$ cat src/rtl/ssc_pkg.sv
package ssc_pkg;

    typedef enum logic [1:0] {
        SPR_NONE  = 2'b00,
        SPR_CTR09 = 2'b01,
        SPR_DN10  = 2'b10,
        SPR_DN05  = 2'b11
    } spr_mode_e;

    localparam int PPM_CTR_TOP  = 4500;
    localparam int PPM_CTR_SPAN = 9000;
    localparam int PPM_DN10     = 10000;
    localparam int PPM_DN05     = 5000;

    typedef struct packed {
        logic signed [31:0] top_ppm;
        logic signed [31:0] span_ppm;
    } prof_t;

    function automatic prof_t prof_of(spr_mode_e m);
        prof_t r;
        case (m)
            SPR_CTR09: begin r.top_ppm = PPM_CTR_TOP; r.span_ppm = PPM_CTR_SPAN; end
            SPR_DN10:  begin r.top_ppm = 0;           r.span_ppm = PPM_DN10;     end
            SPR_DN05:  begin r.top_ppm = 0;           r.span_ppm = PPM_DN05;     end
            default:   begin r.top_ppm = 0;           r.span_ppm = 0;            end
        endcase
        return r;
    endfunction

endpackage

$ cat src/rtl/ssc_mode_decode.sv
module ssc_mode_decode
    import ssc_pkg::*;
#(
    parameter int STEPS = 64,
    localparam int POS_W = $clog2(STEPS + 1)
) (
    input  logic [1:0]       code,
    output spr_mode_e        mode,
    output logic [POS_W-1:0] home_pos
);
    localparam logic [POS_W-1:0] HALF = POS_W'(STEPS / 2);

    always_comb begin
        mode     = spr_mode_e'(code);
        home_pos = (mode == SPR_CTR09) ? HALF : '0;
    end
endmodule

$ cat src/rtl/ssc_sweep_fsm.sv
module ssc_sweep_fsm
    import ssc_pkg::*;
#(
    parameter int STEPS = 64,
    localparam int POS_W = $clog2(STEPS + 1)
) (
    input  logic             clk,
    input  logic             rst,
    input  logic             step,
    input  logic             spread_n,
    input  spr_mode_e        sel_mode,
    input  logic [POS_W-1:0] sel_home,
    input  logic [POS_W-1:0] cur_home,
    output logic             cur_active,
    output spr_mode_e        cur_mode,
    output logic             nxt_active,
    output spr_mode_e        nxt_mode,
    output logic [POS_W-1:0] nxt_pos
);
    localparam logic [POS_W-1:0] LIM = POS_W'(STEPS);

    typedef struct packed {
        logic             active;
        spr_mode_e        mode;
        logic [POS_W-1:0] pos;
        logic             dn;
    } sweep_t;

    sweep_t cur, nxt;
    logic [POS_W-1:0] adv_pos;
    logic             adv_dn;

    // one position move along the triangle, turning exactly at the limits
    always_comb begin
        if (cur.dn) begin
            adv_pos = cur.pos + 1'b1;
            adv_dn  = (adv_pos != LIM);
        end else begin
            adv_pos = cur.pos - 1'b1;
            adv_dn  = (adv_pos == '0);
        end
    end

    always_comb begin
        nxt = cur;
        if (step) begin
            if (spread_n) begin
                nxt.active = 1'b0;
            end else if (!cur.active) begin
                if (sel_mode != SPR_NONE) begin
                    nxt.active = 1'b1;
                    nxt.mode   = sel_mode;
                    nxt.pos    = sel_home;
                    nxt.dn     = 1'b1;
                end
            end else begin
                nxt.pos = adv_pos;
                nxt.dn  = adv_dn;
                // deferred profile change lands only on the nominal point
                if (adv_pos == cur_home && sel_mode != cur.mode) begin
                    if (sel_mode == SPR_NONE) begin
                        nxt.active = 1'b0;
                    end else begin
                        nxt.mode = sel_mode;
                        nxt.pos  = sel_home;
                        nxt.dn   = 1'b1;
                    end
                end
            end
        end
    end

    always_ff @(posedge clk) begin
        if (rst) begin
            cur <= '{active: 1'b0, mode: SPR_NONE, pos: '0, dn: 1'b1};
        end else begin
            cur <= nxt;
        end
    end

    assign cur_active = cur.active;
    assign cur_mode   = cur.mode;
    assign nxt_active = nxt.active;
    assign nxt_mode   = nxt.mode;
    assign nxt_pos    = nxt.pos;
endmodule

$ cat src/rtl/ssc_offset_map.sv
module ssc_offset_map
    import ssc_pkg::*;
#(
    parameter int STEPS = 64,
    parameter int OFS_W = 16,
    localparam int POS_W = $clog2(STEPS + 1)
) (
    input  logic                    active,
    input  spr_mode_e               mode,
    input  logic [POS_W-1:0]        pos,
    output logic signed [OFS_W-1:0] ofs
);
    prof_t              prof;
    logic signed [31:0] prod;
    logic signed [31:0] val;

    always_comb begin
        prof = prof_of(mode);
        prod = prof.span_ppm * $signed({{(32 - POS_W){1'b0}}, pos});
        val  = active ? (prof.top_ppm - prod / STEPS) : 32'sd0;
        ofs  = val[OFS_W-1:0];
    end
endmodule

$ cat src/rtl/ssc_profile_gen.sv
module ssc_profile_gen
    import ssc_pkg::*;
#(
    parameter int STEPS = 64,
    parameter int OFS_W = 16
) (
    input  logic                    clk,
    input  logic                    rst,
    input  logic                    spread_n,
    input  logic [1:0]              mode_sel,
    input  logic                    step,
    output logic signed [OFS_W-1:0] offset_ppm,
    output logic                    offset_vld
);
    localparam int POS_W = $clog2(STEPS + 1);

    spr_mode_e        sel_mode, cur_mode, nxt_mode, cur_mode_dec;
    logic [POS_W-1:0] sel_home, cur_home, nxt_pos;
    logic             cur_active, nxt_active;
    logic [1:0]       cur_mode_bits;
    logic signed [OFS_W-1:0] nxt_ofs;

    ssc_mode_decode #(.STEPS(STEPS)) u_dec_sel (
        .code(mode_sel), .mode(sel_mode), .home_pos(sel_home)
    );

    assign cur_mode_bits = cur_mode;

    ssc_mode_decode #(.STEPS(STEPS)) u_dec_cur (
        .code(cur_mode_bits), .mode(cur_mode_dec), .home_pos(cur_home)
    );

    ssc_sweep_fsm #(.STEPS(STEPS)) u_fsm (
        .clk(clk), .rst(rst), .step(step), .spread_n(spread_n),
        .sel_mode(sel_mode), .sel_home(sel_home), .cur_home(cur_home),
        .cur_active(cur_active), .cur_mode(cur_mode),
        .nxt_active(nxt_active), .nxt_mode(nxt_mode), .nxt_pos(nxt_pos)
    );

    ssc_offset_map #(.STEPS(STEPS), .OFS_W(OFS_W)) u_map (
        .active(nxt_active), .mode(nxt_mode), .pos(nxt_pos), .ofs(nxt_ofs)
    );

    always_ff @(posedge clk) begin
        if (rst) begin
            offset_ppm <= '0;
            offset_vld <= 1'b0;
        end else begin
            offset_vld <= step;
            if (step) offset_ppm <= nxt_ofs;
        end
    end
endmodule

$ cat config.mk
export PLATFORM = sky130hd
export DESIGN_NAME = ssc_profile_gen
export DESIGN_NICKNAME = d
export VERILOG_FILES = /design/src/rtl/ssc_pkg.sv /design/src/rtl/ssc_mode_decode.sv /design/src/rtl/ssc_sweep_fsm.sv /design/src/rtl/ssc_offset_map.sv /design/src/rtl/ssc_profile_gen.sv
export SDC_FILE = /design/constraint.sdc
export NUM_CORES = 1
export LEC_CHECK = 0
export BUFFER_PORTS_ARGS = -buffer_cell sky130_fd_sc_hd__buf_2
export CAP_MARGIN = 20
export CELL_PAD_IN_SITES_DETAIL_PLACEMENT = 2
export CELL_PAD_IN_SITES_GLOBAL_PLACEMENT = 2
export CORE_ASPECT_RATIO = 2
export CORE_MARGIN = 8
export CORE_UTILIZATION = 40
export CTS_CLUSTER_DIAMETER = 80
export CTS_CLUSTER_SIZE = 10
export DETAILED_ROUTE_END_ITERATION = 7
export PLACE_DENSITY = 0.88
export SYNTH_ARGS = -nofsm -noshare
export SYNTH_HDL_FRONTEND = slang
export SYNTH_HIERARCHICAL = 1
export SYNTH_SLANG_ARGS = --single-unit
$ cat constraint.sdc
create_clock -name clk -period 10.2 [get_ports clk]
set_clock_uncertainty 0.15 [all_clocks]
set_input_delay 0 -clock clk [delete_from_list [all_inputs] [get_ports clk]]
set_output_delay 0 -clock clk [all_outputs]
set_load 0.02 [all_outputs]
==> results_dict.tcl <==
set metrics [dict create \
    gp_congestion 0.9204 \
    area_growth_pct 4.161 \
    p_total_uw 664.5 \
    slew_viol_final 0 \
    instances_no_fill 810 \
    antenna_found_initial 0 \
    std_cell_rows 60 \
    syn_area_sq_um 5413 \
    worst_path_max_delay_cell "dfxtp_1" \
    tns_ps 0 \
    final.period_utilization 0.9492 \
    rsz0062_at_grt "no" \
    cts_tree "built" \
    nets 771 \
    clockBufferDepth 2 \
    worst_path_largest_cell_delay_ps 590 \
    place_hpwl_um 15110 \
    clock_latency_ps 280 \
    vias 4661 \
    end_kind "flop" \
    slew_headroom 0.5350 \
    min_path_type "input port to flop" \
    grt_pass1_vias 5575 \
    port_buffers 22 \
    postCtsHoldBufs 0 \
    worstMarginPinSlew_ps 694.9 \
    grt_usage 0.2043 \
    fmax_ghz 0.1033 \
    syn_area_per_cell_sq_um 8.289 \
    place_inst 806 \
    drive_gt1_frac 0.09466 \
    clk_pin_slew_ps 80 \
    coreArea_sq_um 13360 \
    cp_max_fo 14 \
    hold_violations 0 \
    ant_nets 0 \
    period_needed_ps 9682 \
    crit_family "adder cells" \
    finalSetupViolations 0 \
    avgRoutedWirePerCell_um 21.96 \
    grt_pass1_wl_um 28520 \
    overflow 0 \
    p_per_area_nw_per_um2 117.9 \
    chipHeight_um 180.5 \
    htreeDepth 1 \
    first_iter_violations 97 \
    start_util 0.4051 \
    numCtsBuffers 3 \
    cts_sinks 28 \
    cap_violations 0 \
    drc 0 \
    synthCells 653 \
    worstSetupStartpointType "flop" \
    cts-root-buf "clkbuf_16" \
    synth_warnings 6 \
    drt_wl_total_um 17790 \
    p_leak_nw 2.789 \
    holdWs_ps 44.92 \
    drtPass1Iterations 6 \
    ios 23 \
    vias_per_cell 5.754 \
    vdd_drop_max_uv 81.03 \
    die_w_um 98.26 \
    grt_max_degree 32 \
    crit_type "flop to flop" \
    die_area_sq_um 17740 \
    crit_arrival_ps 9740 \
    outcome "completed" \
    cts_resized 0 \
    crit_buf_inv 6 \
    post_cts_buffers 0 \
    n_antenna_cell 0 \
    cp.required_ps 10260 \
]
-- worst register-to-register path: cells and delay by family, from the launching register on --
| kind | cells | cell delay [ps] |
|---|---|---|
| compound gates | 9 | 2190 |
| xor+xnor | 1 | 100 |
| fa+ha+maj | 9 | 3550 |
| buf+inv | 6 | 410 |
| flops | 1 | 590 |
| mux | 1 | 110 |
| simple gates | 12 | 2510 |
-- through the flow --
step	util	setup slack [ps]	cell area, sq um
finish	0.4219	518.2	5638
global route	0.4219	58.59	5638
CTS	0.4219	523.8	5638
detailed placement	0.4140	661.7	5533
global placement	0.4140	1167	5533
floorplan	-	2179	5450
-- layout by cell type, fill, tap and decap left out, types with 6 or more instances in the layout --
| master | n |
|---|---|
| a21oi_1 | 28 |
| and2_1 | 37 |
| buf_2 | 22 |
| conb_1 | 12 |
| dfxtp_1 | 28 |
| fa_1 | 32 |
| ha_1 | 77 |
| inv_1 | 84 |
| mux2i_1 | 23 |
| nand2_1 | 33 |
| nand2b_1 | 12 |
| nand3_1 | 12 |
| nand4_1 | 8 |
| nor2_1 | 54 |
| nor2b_1 | 19 |
| nor3_1 | 9 |
| o211ai_1 | 7 |
| o21ai_0 | 16 |
| o21bai_1 | 6 |
| xnor2_1 | 22 |
| xor2_1 | 12 |
-- flip-flops by register name, summed over array words and instances (netlist names) --
register	cells
offset_ppm	16
u_fsm/cur	8
u_fsm/cur_mode	2
offset_vld	1
u_fsm/cur_active	1
-- path summary, 6_finish.rpt --
| kind | startpoint | endpoint | slack [ps] | cells past startpoint |
|---|---|---|---|---|
| max | u_fsm/cur[1]$_SDFF_PP0_ | offset_ppm[14]$_SDFFE_PP0P_ | 520 | 38 |
| min | spread_n | u_fsm/cur_active$_SDFF_PP0_ | 40 | 4 |
| max reg2reg | u_fsm/cur[1]$_SDFF_PP0_ | offset_ppm[14]$_SDFFE_PP0P_ | 520 | 38 |
| min reg2reg | offset_ppm[1]$_SDFFE_PP0P_ | offset_ppm[1]$_SDFFE_PP0P_ | 360 | 2 |
-- metal layers --
metal / track usage / share of wire / vias up
met1: 0.1576 / 0.31 / 2337
met2: 0.4528 / 0.63 / 90
met3: 0.01741 / 0.015 / 62
li1: - / - / 2172
met5: 0 / 0 / -
met4: 0.1133 / 0.052 / 0
-- cell type report --
| cell class | count | area (sq um) |
|---|---|---|
| fill | 1532 | 7725 |
| multi-input combinational | 513 | 4327 |
| sequential | 28 | 560.5 |
| inverter | 85 | 319.1 |
| tap | 155 | 193.9 |
| timing repair buffer | 25 | 132.6 |
| clock buffer | 3 | 75.07 |
| clock inverter | 1 | 30.03 |
-- report_power, final --
group          internal (mW)  switching [mW]
logic                  0.161           0.247
clock network         0.0786          0.0470
registers              0.119          0.0116
No activity file was read; power rests on OpenSTA's default activity.
